===== config.mk =====
export PLATFORM = sky130hd
export DESIGN_NAME = hazard_stall_ctl
export DESIGN_NICKNAME = d
export VERILOG_FILES = /design/src/rtl/hz_pkg.sv /design/src/rtl/hz_src_match.sv /design/src/rtl/hz_stall_decide.sv /design/src/rtl/hz_ctl_out.sv /design/src/rtl/hazard_stall_ctl.sv
export SDC_FILE = /design/constraint.sdc
export NUM_CORES = 1
export LEC_CHECK = 0
export BUFFER_PORTS_ARGS = -buffer_cell sky130_fd_sc_hd__buf_2
export CORE_AREA = 2 2 39 41
export DETAILED_ROUTE_END_ITERATION = 6
export DIE_AREA = 0 0 41 43
export GPL_ROUTABILITY_DRIVEN = 1
export PLACE_DENSITY_LB_ADDON = 0.08
export SLEW_MARGIN = 20
export SYNTH_ARGS = -nofsm -noshare
export SYNTH_HDL_FRONTEND = slang
export SYNTH_SLANG_ARGS = --single-unit

===== constraint.sdc =====
create_clock -name vclk -period 1.4
set_clock_uncertainty 0.1 [all_clocks]
set_input_delay 0 -clock vclk [all_inputs]
set_output_delay 0 -clock vclk [all_outputs]
set_load 0.01 [all_outputs]

===== src/rtl/hz_pkg.sv =====
package hz_pkg;
   localparam int NUM_SRCS      = 2;
   localparam int NUM_WR_STAGES = 3;
   localparam int STG_EX        = 0;
   localparam int STG_MEM       = 1;
   localparam int STG_WB        = 2;

   typedef struct packed {
      logic pc_hold;
      logic ifid_hold;
      logic ifid_flush;
      logic idex_bubble;
   } hz_ctl_t;
endpackage


===== src/rtl/hz_src_match.sv =====
module hz_src_match #(
   parameter int IDX_W = 5
) (
   input  logic [IDX_W-1:0] src,
   input  logic [IDX_W-1:0] dst,
   input  logic             dst_wr_en,
   output logic             hit
);
   localparam logic [IDX_W-1:0] ZERO_REG = '0;

   always_comb begin
      hit = dst_wr_en && (src != ZERO_REG) && (src == dst);
   end
endmodule


===== src/rtl/hz_stall_decide.sv =====
module hz_stall_decide
   import hz_pkg::*;
#(
   parameter int IDX_W = 5
) (
   input  logic                                fwd_mode,
   input  logic [NUM_SRCS-1:0][IDX_W-1:0]      srcs,
   input  logic [NUM_WR_STAGES-1:0][IDX_W-1:0] dsts,
   input  logic [NUM_WR_STAGES-1:0]            wr_ens,
   input  logic                                ex_is_load,
   output logic                                stall
);
   logic [NUM_SRCS-1:0][NUM_WR_STAGES-1:0] hit;
   logic [NUM_SRCS-1:0]                    src_any;
   logic [NUM_SRCS-1:0]                    src_ex;
   logic                                   full_stall;
   logic                                   lu_stall;

   for (genvar s = 0; s < NUM_SRCS; s++) begin : g_src
      for (genvar t = 0; t < NUM_WR_STAGES; t++) begin : g_stg
         hz_src_match #(.IDX_W(IDX_W)) u_match (
            .src       (srcs[s]),
            .dst       (dsts[t]),
            .dst_wr_en (wr_ens[t]),
            .hit       (hit[s][t])
         );
      end
      assign src_any[s] = |hit[s];
      assign src_ex[s]  = hit[s][STG_EX];
   end

   always_comb begin
      full_stall = |src_any;
      lu_stall   = ex_is_load && (|src_ex);
      stall      = fwd_mode ? lu_stall : full_stall;
   end

   // both sources on register zero can never stall
   always_comb begin
      p_zero_src_no_stall_r3: assert (!((srcs[0] == '0) && (srcs[1] == '0) && stall))
         else $error("R3 stall with zero sources");
   end

   // no writing stage means no dependency
   always_comb begin
      p_no_writer_no_stall_r4: assert (!((wr_ens == '0) && stall))
         else $error("R4 stall with all write-enables low");
   end

   // forwarding mode stalls only behind a load
   always_comb begin
      p_fwd_needs_load_r5: assert (!(fwd_mode && !ex_is_load && stall))
         else $error("R5 stall in forwarding mode without load");
   end
endmodule


===== src/rtl/hz_ctl_out.sv =====
module hz_ctl_out
   import hz_pkg::*;
(
   input  logic    stall,
   input  logic    br_taken,
   output hz_ctl_t ctl
);
   always_comb begin
      ctl.ifid_flush  = br_taken;
      ctl.idex_bubble = br_taken || stall;
      ctl.pc_hold     = stall && !br_taken;
      ctl.ifid_hold   = stall && !br_taken;
   end
endmodule


===== src/rtl/hazard_stall_ctl.sv =====
module hazard_stall_ctl
   import hz_pkg::*;
#(
   parameter int IDX_W = 5
) (
   input  logic             fwd_mode,
   input  logic [IDX_W-1:0] id_src_a,
   input  logic [IDX_W-1:0] id_src_b,
   input  logic [IDX_W-1:0] ex_dst,
   input  logic             ex_wr_en,
   input  logic             ex_is_load,
   input  logic [IDX_W-1:0] mem_dst,
   input  logic             mem_wr_en,
   input  logic [IDX_W-1:0] wb_dst,
   input  logic             wb_wr_en,
   input  logic             ex_br_taken,
   output logic             pc_hold,
   output logic             ifid_hold,
   output logic             ifid_flush,
   output logic             idex_bubble
);
   if (IDX_W < 1 || IDX_W > 8) begin : g_bad_width
      $error("hazard_stall_ctl: IDX_W must be within 1..8");
   end

   logic [NUM_SRCS-1:0][IDX_W-1:0]      srcs;
   logic [NUM_WR_STAGES-1:0][IDX_W-1:0] dsts;
   logic [NUM_WR_STAGES-1:0]            wr_ens;
   logic                                stall;
   hz_ctl_t                             ctl;

   always_comb begin
      srcs[0]        = id_src_a;
      srcs[1]        = id_src_b;
      dsts[STG_EX]   = ex_dst;
      dsts[STG_MEM]  = mem_dst;
      dsts[STG_WB]   = wb_dst;
      wr_ens[STG_EX] = ex_wr_en;
      wr_ens[STG_MEM]= mem_wr_en;
      wr_ens[STG_WB] = wb_wr_en;
   end

   hz_stall_decide #(.IDX_W(IDX_W)) u_decide (
      .fwd_mode   (fwd_mode),
      .srcs       (srcs),
      .dsts       (dsts),
      .wr_ens     (wr_ens),
      .ex_is_load (ex_is_load),
      .stall      (stall)
   );

   hz_ctl_out u_out (
      .stall    (stall),
      .br_taken (ex_br_taken),
      .ctl      (ctl)
   );

   assign pc_hold     = ctl.pc_hold;
   assign ifid_hold   = ctl.ifid_hold;
   assign ifid_flush  = ctl.ifid_flush;
   assign idex_bubble = ctl.idex_bubble;

   // a stall without a branch freezes the front and bubbles the back
   always_comb begin
      p_stall_freeze_r6: assert (!(stall && !ex_br_taken) ||
                                 (pc_hold && ifid_hold && idex_bubble && !ifid_flush))
         else $error("R6 stall output pattern wrong");
   end

   // a taken branch overrides any hold
   always_comb begin
      p_branch_wins_r7: assert (!ex_br_taken ||
                                (ifid_flush && idex_bubble && !pc_hold && !ifid_hold))
         else $error("R7 branch output pattern wrong");
   end

   // a hit on source B alone in full-stall mode must stall
   always_comb begin
      p_src_b_stalls_r2: assert (!(!fwd_mode && (id_src_b != '0) && wb_wr_en &&
                                   (id_src_b == wb_dst)) || stall)
         else $error("R2 source B match did not stall");
   end
endmodule


* Word level (Yosys, flattened, before mapping) *
Cells that the tools add are included.
W data, S select, Z words.

word-level totals
  register bits = 0
  bits of input ports = 31
  output and inout port bits = 4
  word-level logic and storage cells = 27

cells by class
  eq/ne operators = 6
  muxes and demuxes = 1
  reductions and logical operators = 20

operators with widths
  kind                 count
  $eq A5 B5 Y1         6
  $logic_and A1 B1 Y1  14
  $reduce_bool A5 Y1   2
  $reduce_or A6 Y1     1
  $reduce_or A2 Y1     1
  $logic_not A1 Y1     1
  $logic_or A1 B1 Y1   1
  $mux W1              1

* Logic depth before layout (Yosys ltp) *
  word-level depth = 7
  mapped depth = 6
  mapped depth without buffers = 5

* By module *
Synthesis repeated with hierarchy kept, for this count alone.

second synthesis, totals
  cells, all modules = 68
  area total of the unflattened synthesis = 514.2 µm²

modules (own cells, without submodules)
  module           instances  cells an instance  area an instance (µm²)  sequential area each (µm²)
  hz_src_match     6          10                 76.3                    0.0
  hz_stall_decide  1          4                  28.8                    0.0
  hz_ctl_out       1          4                  27.5                    0.0

* Least setup slack after synthesis *
Ideal clock, no wire load.

  kind = input -> output
  start point = in id_src_b[3]
  end point = out pc_hold
  arrival time = 1,090 ps
  data required time = 1,300 ps
  path slack = 210 ps
  cell stages on the path = 6
  path buffers = 1
  cells stage by stage = xor2_1 > nor3_1 > nand4_1 > and2_4 > o32ai_2 > buf_4

between the ends
  word-level cells in the longest chain between the ends = 7
  elaborated cells between the ends (all ways) = 15
  those cells by class = eq/ne (3); mux (1); reduce/logical (11)

RTL lines
  item                               RTL line                text
  start: declaration                 hazard_stall_ctl.sv:8   input logic [IDX_W-1:0] id_src_b,
  $reduce_bool A5 Y1                 hz_src_match.sv:12      hit = dst_wr_en && (src != ZERO_REG) && (src == dst);
  $logic_and A1 B1 Y1 (2 in series)  hz_src_match.sv:12
  $reduce_or A2 Y1                   hz_stall_decide.sv:34   lu_stall = ex_is_load && (|src_ex);
  $logic_and A1 B1 Y1                hz_stall_decide.sv:34
  $mux W1 (*)                        hz_stall_decide.sv:35   stall = fwd_mode ? lu_stall : full_stall;
  $logic_and A1 B1 Y1 (*)            --
  end: declaration                   hazard_stall_ctl.sv:17  output logic pc_hold,

Mark *: on every way between the ends. The rest lies on a longest branch, timed or not.

* Final worst setup path *
  start point = in id_src_b[3]
  end point = out ifid_hold

between the ends
  word-level cells in the longest chain between the ends = 7
  elaborated cells between the ends (all ways) = 15
  those cells by class = eq/ne (3); mux (1); reduce/logical (11)

RTL lines
  item                               RTL line                text
  $reduce_bool A5 Y1                 hz_src_match.sv:12
  $logic_and A1 B1 Y1 (2 in series)  hz_src_match.sv:12
  $reduce_or A2 Y1                   hz_stall_decide.sv:34
  $logic_and A1 B1 Y1                hz_stall_decide.sv:34
  $mux W1 (*)                        hz_stall_decide.sv:35
  $logic_and A1 B1 Y1 (*)            hz_ctl_out.sv:12        ctl.ifid_hold = stall && !br_taken;
  end: declaration                   hazard_stall_ctl.sv:18  output logic ifid_hold,

Marks and branches as above.

==> impl_metrics.tcl <==
set metrics [dict create \
    endpoint_kind "output pin" \
    post-cts-setup-buffers 0 \
    period_needed_ns 1.28 \
    finalSetupTns_ns 0 \
    worstSetupPathType "in2out" \
    io_buffers 35 \
    max_freq_mhz 783 \
    vdd_drop_max_mv 0.154 \
    cp.required_ns 1.30 \
    holdBufCountCts 0 \
    dp_hpwl_um 1090 \
    seq_cells 0 \
    tightest_slew_ns 0.303 \
    finalHoldViolations 0 \
    avgSynthCellArea_um2 7.26 \
    worstPathArrival_ns 1.18 \
    yosys_warnings 0 \
    cts_resized 0 \
    clock_buffers 0 \
    hold_class "in2out" \
    utilization_pct 44.5 \
    holdWs_ns 0.128 \
    seq_area_frac_synth_pct 0 \
    post_drt_wl_per_cell_um 11.2 \
    rsz0062_at_grt "no" \
    fp.dieH_um 43 \
    report.power.total_mw 0.194 \
    syn-num-nets 91 \
    syn2layout_area_growth_pct 41.4 \
    synth_area_um2 435 \
    worstHoldStart "ex_br_taken" \
    final-setup-viol-count 0 \
    nNetsFinal 126 \
    routed_wirelength_um 1220 \
    p_per_area_nw_per_um2 315 \
    dieArea_um2 1760 \
    post_synth_num_cell_types 14 \
    period_share_pct 91.2 \
    final_antenna_net_count 0 \
    remaining_drc_errors 0 \
    synthCells 60 \
    pin_count 35 \
    leakage_nw 0.260 \
    slew_headroom_pct 79.6 \
    grt-ovfl-total 0 \
    status "completed" \
    vias 531 \
    antenna_found_initial 0 \
    setup_ws_ns 0.123 \
    whs_endpoint "ifid_flush" \
    grt_first_pass_wirelength_um 1820 \
    maxCapViolCount 0 \
    grt_max_degree 5 \
    first_pass_iters 2 \
    initial_core_util_pct 31.5 \
    vias_per_cell 4.87 \
    row_count 14 \
    slew_violations 0 \
    dp_slack_ns 0.130 \
    drtIter0Drc 5 \
    gp_congestion 0.825 \
    drive_gt1_share_pct 39.8 \
    seq_area_um2 0 \
    core_area_um2 1380 \
    grtUsageTotal_pct 14.1 \
    grt_pass1_vias 455 \
    critPathMaxFanout 4 \
    start_kind "input pin" \
    hold_path_depth 2 \
    antenna_cells 0 \
    die_w_um 41 \
]
[placed cells by master (no fill, tap or decap), drive strengths merged]
cell / instances
and2: 1
xor2: 6
o21ai: 1
a22oi: 1
inv: 2
buf: 35
nor3: 4
o32ai: 1
nand4: 6
o221ai: 1
xnor2: 24
o22ai: 2
nand2: 7
nor2: 2
[per-layer routing]
layer	vias up	track usage, %	wire (µm)
li1	271	-	-
met1	243	18.4	520
met2	17	25.9	635
met3	0	0	63
met4	0	0	0
met5	-	0	0
[metrics by stage]
step                instance area, µm²  cells
floorplan                          435     60
global placement                   616    109
detailed placement                 616    109
CTS                                616    109
global route                       616    109
finish                             616    109
[critical path, stage by stage]
cell and delay [ns]:
buf_2 0.14, xor2_1 0.16, nor3_1 0.18, nand4_1 0.11, and2_4 0.17, o32ai_2 0.25
buf_2 0.17
[final cells by class]
| type | instances | area [µm²] |
|---|---|---|
| inverter | 2 | 7.51 |
| fill | 158 | 768 |
| timing repair buffer | 35 | 175 |
| tap | 16 | 20.0 |
| multi-input combinational | 56 | 413 |
[worst max-delay path by stage]
stage,endpoint,slack (ns),from,cells after the start
after CTS,ifid_hold,0.12,id_src_b[3],7
after floorplan,pc_hold,0.21,id_src_b[3],6
final,ifid_hold,0.12,id_src_b[3],7
after detailed placement,ifid_hold,0.13,id_src_b[3],7
after global placement,pc_hold,0.10,id_src_a[2],7
after global routing,pc_hold,0.03,id_src_b[3],7
[report_power, final]
part | internal, mW | switching, mW
clock | 0 | 0
combinational | 0.102 | 0.0924
sequential | 0 | 0
[cells by family after synthesis]
family                    count (synthesis)  share of synthesized area [%]
and+or+nand+nor                          20                           23.0
buffers and inverters                     4                           5.17
xor gates and xnor gates                 30                           60.3
AOI/OAI and AO/OA                         6                           11.5
[cell usage after synthesis (all sizes together)]
cell / instances / area (µm²)
xor2: 6 / 52.6
xnor2: 24 / 210
o32ai: 1 / 16.3
buf: 2 / 15.0
o21ai: 1 / 5.00
nor2: 2 / 7.51
inv: 2 / 7.51
o221ai: 1 / 8.76
a22oi: 1 / 7.51
and2: 1 / 8.76
nand2: 7 / 26.3
nand4: 6 / 37.5
o22ai: 2 / 12.5
nor3: 4 / 20.0
(Power assumes the default switching activity.)
